$ cat src/rtl/cardstat_pkg.sv
`timescale 1ns/1ps
package cardstat_pkg;
  localparam int REG_W    = 32;
  localparam int LIVE_W   = 11;
  localparam int LIVE_LSB = 11;
  localparam int TMO_BIT  = 2;
  // Latched event positions: 0,1,3..10 from pulses, 2 from the timer, 22,23
  localparam logic [REG_W-1:0] STICKY_BITS = 32'h00C0_07FF;

  typedef enum logic [1:0] {
    SEL_STATUS = 2'd0,
    SEL_CLEAR  = 2'd1,
    SEL_MASK   = 2'd2,
    SEL_SPARE  = 2'd3
  } regSel_e;

  typedef struct packed {
    logic clrStb;
    logic maskStb;
    logic tmoStb;
  } ctrlStrb_t;
endpackage

$ cat src/rtl/cardstat_ctrl.sv
`timescale 1ns/1ps
module cardstat_ctrl
  import cardstat_pkg::*;
#(
  parameter int TIMEOUT_CYC = 64
) (
  input  logic      clk,
  input  logic      rstN,
  input  logic      cmdIssued,
  input  logic      respSeen,
  input  logic [1:0] regAddr,
  input  logic      wrEn,
  output ctrlStrb_t strb
);
  localparam int CNT_W = (TIMEOUT_CYC > 1) ? $clog2(TIMEOUT_CYC) : 1;
  localparam logic [CNT_W-1:0] CNT_LAST = CNT_W'(TIMEOUT_CYC - 1);

  regSel_e        sel;
  logic           armedQ;
  logic [CNT_W-1:0] cntQ;
  logic           expire;

  assign sel    = regSel_e'(regAddr);
  assign expire = armedQ && !cmdIssued && !respSeen && (cntQ == CNT_LAST);

  always_comb begin
    strb         = '0;
    strb.clrStb  = wrEn && (sel == SEL_CLEAR);
    strb.maskStb = wrEn && (sel == SEL_MASK);
    strb.tmoStb  = expire;
  end

  // Response timer: restarts on every command, disarms on response or expiry
  always_ff @(posedge clk) begin
    if (!rstN) begin
      armedQ <= 1'b0;
      cntQ   <= '0;
    end else if (cmdIssued) begin
      armedQ <= 1'b1;
      cntQ   <= '0;
    end else if (armedQ) begin
      if (respSeen || expire) begin
        armedQ <= 1'b0;
        cntQ   <= '0;
      end else begin
        cntQ <= cntQ + 1'b1;
      end
    end
  end


  tmo_disarm_chk: assert property (@(posedge clk) disable iff (!rstN)
    strb.tmoStb |=> !armedQ);

  resp_cancel_chk: assert property (@(posedge clk) disable iff (!rstN)
    (armedQ && respSeen && !cmdIssued) |=> (!armedQ && !strb.tmoStb));

  restart_chk: assert property (@(posedge clk) disable iff (!rstN)
    cmdIssued |=> (armedQ && cntQ == '0));
endmodule

$ cat src/rtl/cardstat_datapath.sv
`timescale 1ns/1ps
module cardstat_datapath
  import cardstat_pkg::*;
(
  input  logic              clk,
  input  logic              rstN,
  input  ctrlStrb_t         strb,
  input  logic [REG_W-1:0]  evtIn,
  input  logic [LIVE_W-1:0] liveIn,
  input  logic [1:0]        regAddr,
  input  logic [REG_W-1:0]  wrData,
  output logic [REG_W-1:0]  rdData,
  output logic              irq
);
  localparam logic [REG_W-1:0] TMO_ONEHOT = REG_W'(1) << TMO_BIT;

  logic [REG_W-1:0] stickyQ, stickyD;
  logic [REG_W-1:0] evtSet, clrVec;
  logic [REG_W-1:0] maskQ;
  logic [REG_W-1:0] statusVec;
  regSel_e          sel;

  assign evtSet = (evtIn & STICKY_BITS & ~TMO_ONEHOT)
                | (strb.tmoStb ? TMO_ONEHOT : '0);
  assign clrVec = strb.clrStb ? wrData : '0;

  // One latch cell per event position; other positions stay zero
  for (genvar i = 0; i < REG_W; i++) begin : g_bit
    if (STICKY_BITS[i]) begin : g_evt
      assign stickyD[i] = evtSet[i] | (stickyQ[i] & ~clrVec[i]);
    end else begin : g_none
      assign stickyD[i] = 1'b0;
    end
  end

  always_ff @(posedge clk) begin
    if (!rstN) begin
      stickyQ <= '0;
      maskQ   <= '0;
    end else begin
      stickyQ <= stickyD;
      if (strb.maskStb) maskQ <= wrData;
    end
  end

  assign statusVec = stickyQ | (REG_W'(liveIn) << LIVE_LSB);
  assign sel       = regSel_e'(regAddr);

  always_comb begin
    unique case (sel)
      SEL_STATUS: rdData = statusVec;
      SEL_MASK:   rdData = maskQ;
      default:    rdData = '0;
    endcase
  end

  assign irq = |(statusVec & maskQ);


  sticky_hold_chk: assert property (@(posedge clk) disable iff (!rstN)
    !strb.clrStb |=> ((stickyQ & $past(stickyQ)) == $past(stickyQ)));

  event_wins_chk: assert property (@(posedge clk) disable iff (!rstN)
    (|evtSet) |=> ((stickyQ & $past(evtSet)) == $past(evtSet)));

  clear_chk: assert property (@(posedge clk) disable iff (!rstN)
    strb.clrStb |=> ((stickyQ & $past(wrData & ~evtSet)) == '0));

  mask_wr_chk: assert property (@(posedge clk) disable iff (!rstN)
    strb.maskStb |=> (maskQ == $past(wrData)));

  mask_hold_chk: assert property (@(posedge clk) disable iff (!rstN)
    !strb.maskStb |=> $stable(maskQ));
endmodule

$ cat src/rtl/card_status_regs.sv
`timescale 1ns/1ps
module card_status_regs
  import cardstat_pkg::*;
#(
  parameter int TIMEOUT_CYC = 64
) (
  input  logic        clk,
  input  logic        rstN,
  input  logic [31:0] evtIn,
  input  logic [10:0] liveIn,
  input  logic        cmdIssued,
  input  logic        respSeen,
  input  logic [1:0]  regAddr,
  input  logic        wrEn,
  input  logic [31:0] wrData,
  output logic [31:0] rdData,
  output logic        irq
);
  ctrlStrb_t strb;

  cardstat_ctrl #(.TIMEOUT_CYC(TIMEOUT_CYC)) u_ctrl (
    .clk(clk), .rstN(rstN), .cmdIssued(cmdIssued), .respSeen(respSeen),
    .regAddr(regAddr), .wrEn(wrEn), .strb(strb)
  );

  cardstat_datapath u_dp (
    .clk(clk), .rstN(rstN), .strb(strb), .evtIn(evtIn), .liveIn(liveIn),
    .regAddr(regAddr), .wrData(wrData), .rdData(rdData), .irq(irq)
  );
endmodule

$ cat config.mk
export PLATFORM = sky130hd
export DESIGN_NAME = card_status_regs
export DESIGN_NICKNAME = d
export VERILOG_FILES = /design/src/rtl/cardstat_pkg.sv /design/src/rtl/cardstat_ctrl.sv /design/src/rtl/cardstat_datapath.sv /design/src/rtl/card_status_regs.sv
export SDC_FILE = /design/constraint.sdc
export NUM_CORES = 1
export LEC_CHECK = 0
export BUFFER_PORTS_ARGS = -buffer_cell sky130_fd_sc_hd__buf_2
export CAP_MARGIN = 0
export CORE_MARGIN = 4
export CORE_UTILIZATION = 43
export CTS_CLUSTER_SIZE = 24
export DETAILED_ROUTE_END_ITERATION = 8
export GPL_TIMING_DRIVEN = 0
export HOLD_SLACK_MARGIN = 0.15
export PLACE_DENSITY = 0.77
export SKIP_CTS_REPAIR_TIMING = 1
export SYNTH_ARGS = -nofsm -noshare
export SYNTH_HDL_FRONTEND = slang
export SYNTH_HIERARCHICAL = 1
export SYNTH_SLANG_ARGS = --single-unit
export TNS_END_PERCENT = 30
$ cat constraint.sdc
create_clock -name clk -period 1.2 [get_ports clk]
set_clock_uncertainty 0.05 [all_clocks]
set_input_delay 0.24 -clock clk [delete_from_list [all_inputs] [get_ports clk]]
set_output_delay 0.24 -clock clk [all_outputs]
set_load 0.02 [all_outputs]
* After elaboration in Yosys (flattened, before gate mapping)
Index checks and enable logic that the tools add are counted.
** Word-level totals
- Output and inout port bits :: 33
- Register bits :: 71
- Input bits :: 82
- Logic and storage cells :: 70
** Cells by class
- Equal/unequal tests :: 3
- Reduce and logical (&&, ||, !) cells :: 11
- Multiplexer cells :: 7
- Add/subtract/negate cells :: 1
- Bitwise gates (word level) :: 43
** Operators with widths (count)
- $pmux W32 S2 :: 1
- $and A32 B32 Y32 :: 1
- $or A32 B22 Y32 :: 1
- $reduce_or A32 Y1 :: 1
- $mux W24 :: 1
- $or A24 B24 Y24 :: 1
- $not A1 Y1 :: 14
- $and A1 B1 Y1 :: 13
- $or A1 B1 Y1 :: 13
- $add A6 B1 Y6 const B :: 1
- $eq A6 B6 Y1 const B :: 1
- $mux W6 :: 1
- $logic_and A1 B1 Y1 :: 5
- $mux W1 :: 3
- $mux W3 :: 1
- $eq A2 B1 Y1 const B :: 1
- $eq A2 B2 Y1 const B :: 1
- $logic_not A1 Y1 :: 2
- $logic_not A2 Y1 :: 1
- $reduce_or A2 Y1 :: 1
- $logic_or A1 B1 Y1 :: 1

* Logic depth before layout (Yosys ltp)
- Depth in word-level cells :: 8
- Mapped depth :: 6

* By module
Netlist, hierarchy kept.
** Modules (own cells, without submodules)
- cardstat_datapath :: area each 2212.1 sq um, instances 1, cells each 236
- cardstat_ctrl :: area each 392.9 sq um, instances 1, cells each 47

* Least setup slack after synthesis
OpenSTA, ideal clock, no wires.
- Path kind :: register -> register
- From :: register u_ctrl.cntQ[0]
- To :: register u_ctrl.cntQ[3]
- Arrival time :: 1.153 ns
- Clock period less this slack :: 1.326 ns
- Path slack :: -0.126 ns
- Data required time :: 1.027 ns
- Stages on the path, launching flop included :: 6
- Path through :: dfxtp_1 -> ha_1 -> nand3_1 -> o31a_1 -> nand4b_1 -> a31oi_1
** On the way
- Word-level cells in the longest chain between the ends :: 4
- Elaborated cells between the ends (all ways) :: 5
- Classes of those cells :: add/sub (1); eq/ne (1); mux (1); reduce/logical (2)
** RTL lines
- start: declaration :: line cardstat_ctrl.sv:20 : logic [CNT_W-1:0] cntQ;
- start signal: assignment :: line cardstat_ctrl.sv:46 : cntQ <= cntQ + 1'b1;
- parallel branches: the longest is 3 deep, another holds $add A6 B1 Y6
- $mux W6 * :: line cardstat_ctrl.sv:42 : if (respSeen || expire) begin
Every way passes the cells marked *.
A chain may end at the register's enable or synchronous reset.

* Worst setup path in the final report
- From :: register u_dp.maskQ[11]
- To :: output irq
** On the way
- Word-level cells in the longest chain between the ends :: 2
** RTL lines
- start: declaration :: line cardstat_datapath.sv:19 : logic [REG_W-1:0] maskQ;
- start signal: assignment :: line cardstat_datapath.sv:42 : if (strb.maskStb) maskQ <= wrData;
- $and A32 B32 Y32 :: line cardstat_datapath.sv:57 : assign irq = |(statusVec & maskQ);
- $reduce_or A32 Y1 :: line cardstat_datapath.sv:57
- end: declaration :: line card_status_regs.sv:17 : output logic irq
No other way between the ends.

==> impl_metrics.yaml <==
sta:
  slew_headroom_pct: 67.92
  rsz0062_at_grt: "yes"
  setup_viol: 38
  post-route-period-util_pct: 152.3
  hold_violations: 0
  tightestPinTransition_ns: 0.4811
  fin_ws_ns: -0.6271
  slew_viol_final: 0
  fmax_mhz: 547.3
  fin_crit_ns: 1.827
synth:
  synthAdderAreaFrac_pct: 0.4803
  synth_xor_area_share_pct: 0
  avgSynthCellArea_sq_um: 9.205
  synth_mux_area_share_pct: 21.52
  synth_compound_area_share_pct: 8.790
  yosysTopAreaCellShare_pct: 39.96
  synth.largest_area_cell: "dfxtp_1"
  synth_warnings: 6
  synthCells: 283
  synthFlopType: "dfxtp_1"
  synth_top_family_by_area: "simple AND/OR/NAND/NOR gates"
  synthArstFlopShare_pct: 0
  ys_seq_elements: 52
  synth_area_leaders: "dfxtp_1 40%, mux2i_1 22%, nor2b_1 11%"
  synth_edf_count: 0
  syn-cell-area_sq_mm: 0.002605
  synth_cell_type_count: 34
  syn_nets: 366
  synthSimpleGateAreaFrac_pct: 25.46
  seq_area_frac_synth_pct: 39.96
cts:
  cts_tree: "built"
  cts_sinks: 52
  root_buffer: "clkbuf_8"
  clkSlewWorstSetupHoldPaths_ns: 0.09
  htreeDepth: 2
  clock_latency_ns: 0.30
  cts_buffers: 5
  cts_buffer_depth: 2
detailed_routing:
  drc: 0
  routedWlPerCell_microns: 15.91
  ant_nets: 0
  routed_wl_microns: 7589
  drt-initial-drc-count: 75
  first_pass_iters: 4
  num_vias: 2435
  avgViaCountPerCell: 5.105
setup_path:
  crit_path_start_kind: "flop"
  crit_type: "flop to output pin"
  arrival_ns: 1.54
  cp_data_required_time_ns: 0.91
  cp_max_fo: 3
  critPathCaptureType: "output pin"
floorplan:
  core_area_sq_mm: 0.005886
  start_util_pct: 44.26
  fp-row-count: 28
  fp.dieH_microns: 85.84
  die_w_microns: 85.84
  dieArea_sq_mm: 0.007368
  io_pins: 115
cells_and_area:
  fillCellCount: 485
  n_antenna_cell: 0
  final_layout_size_suffix_gt1_share_pct: 43.28
  areaGrowthSynthToFinish_pct: 43.95
  final_area_sq_mm: 0.003750
  nets: 484
placement:
  place_area_sq_mm: 0.003208
  dp_slack_ns: -0.4326
  hpwl_microns: 5313
  io_buffers: 94
  gp_congestion: 0.8316
outcome:
  violations: "negative setup slack"
  status: "finished, violations left"
pwr:
  cellPowerDensity_mw_per_mm2: 968.9
  p_switching_uw: 974.2
  p_int_uw: 2659
  combPwrFrac_pct: 20.3
  p_leak_uw: 0.001562
  p_sw_share_pct: 26.81
  ir_drop_uv: 636.9
  p_total_uw: 3633
  seqPwrFrac_pct: 51.1
  power.share.clock_pct: 28.6
run:
  cap_violations: 0
global_route:
  antenna_found_initial: 0
  grt_pass1_wl_microns: 10540
  grt_max_degree: 15
  grtUsageTotal_pct: 18.23
  grt_overflow: 0
  grt_pass1_vias: 2210
min_path:
  hold_class: "input port to flop"
==> synthesized netlist by cell type (all sizes together) (3+ instances only) <==
library cell and instances:
a22oi 12, nand2 15, and2 8, mux2i 56
a21oi 17, nand3 4, nand2b 5, nor2b 45
nand4 3, clkbuf 7, nor2 28, dfxtp 52
buf 10
==> worst max-delay path: stages, from the launching register on <==
cell and delay (ns):
dfxtp_1 0.34, a22oi_1 0.20, nand4_1 0.15, or3_4 0.41, buf_6 0.14
==> state kept, by name, summed over array words and instances, names as in the netlist <==
name,flops
u_dp/stickyQ,13
u_ctrl/cntQ,6
u_ctrl/armedQ,1
u_dp/maskQ,32
==> final timing paths <==
path	cells past startpoint	to	slack, ns	from
worst max-delay path	4	irq	-0.63	u_dp/maskQ[11]$_SDFFE_PN0P_
worst min register to register	2	u_dp/maskQ[24]$_SDFFE_PN0P_	0.46	u_dp/maskQ[24]$_SDFFE_PN0P_
worst max register to register	4	u_ctrl/cntQ[3]$_SDFFE_PP0P_	-0.11	u_ctrl/cntQ[4]$_SDFFE_PP0P_
worst min-delay path	3	u_dp/stickyQ[10]$_SDFF_PN0_	0.11	evtIn[10]
==> layer usage <==
| metal | GRT usage, % | vias up | wire length (microns) |
|---|---|---|---|
| met3 | 3.362 | 11 | 391 |
| met2 | 30.86 | 71 | 3824 |
| met5 | 0 | - | 0 |
| met1 | 23.25 | 1144 | 3266 |
| met4 | 6.331 | 0 | 108 |
| li1 | - | 1209 | - |
==> cells by family (layout without fill, tap and decap cells) <==
group / count (synthesis) / after routing
simple gates: 121 / 121
mux: 56 / 56
flops: 52 / 52
compound gates: 35 / 35
buf+inv: 18 / 137
fa+ha+maj: 1 / 1
==> through the flow <==
stage                     hold slack, ns  setup TNS [ns]  instances  util, %
final                             0.1132          -5.208        477    63.71
after detailed placement          0.4236          -17.02        452    54.51
after floorplan                   0.3075          -1.281        283        -
after global routing              0.1410          -6.895        477    63.71
after CTS                         0.1043          -11.30        460    56.04
after global placement            0.4146          -16.06        452    54.51
==> layout make-up <==
class                           count  area (sq um)  area share (%)
Multi-Input combinational cell    213          1565           41.74
Clock buffer                        8         90.09           2.402
Timing Repair Buffer              111         767.0           20.45
Inverter                            1         3.754          0.1001
Sequential cell                    52          1084           28.90
Buffer                             17         146.4           3.904
Tap cell                           75         93.84           2.503
==> layout by cell type, fill, tap and decap left out, types with 8 or more instances in the layout <==
master	Yosys	routed
buf_2	3	66
mux2i_1	56	54
nor2b_1	45	45
buf_4	7	33
dfxtp_2	0	28
nor2_1	28	22
dfxtp_1	52	22
a21oi_1	17	16
nand2_1	15	15
dlygate4sd3_1	0	10
buf_6	0	8
and2_1	8	8
==> power groups by stage <==
stage | Combinational, uW | Clock (uW) | Sequential (uW)
finish | 737 | 1040 | 1860
global route | 787 | 1130 | 1860
CTS | 594 | 1060 | 1840
detailed placement | 593 | 0 | 1890
global placement | 584 | 0 | 1880
floorplan | 362 | 0 | 1870
Power figures use the tool's default switching activity.
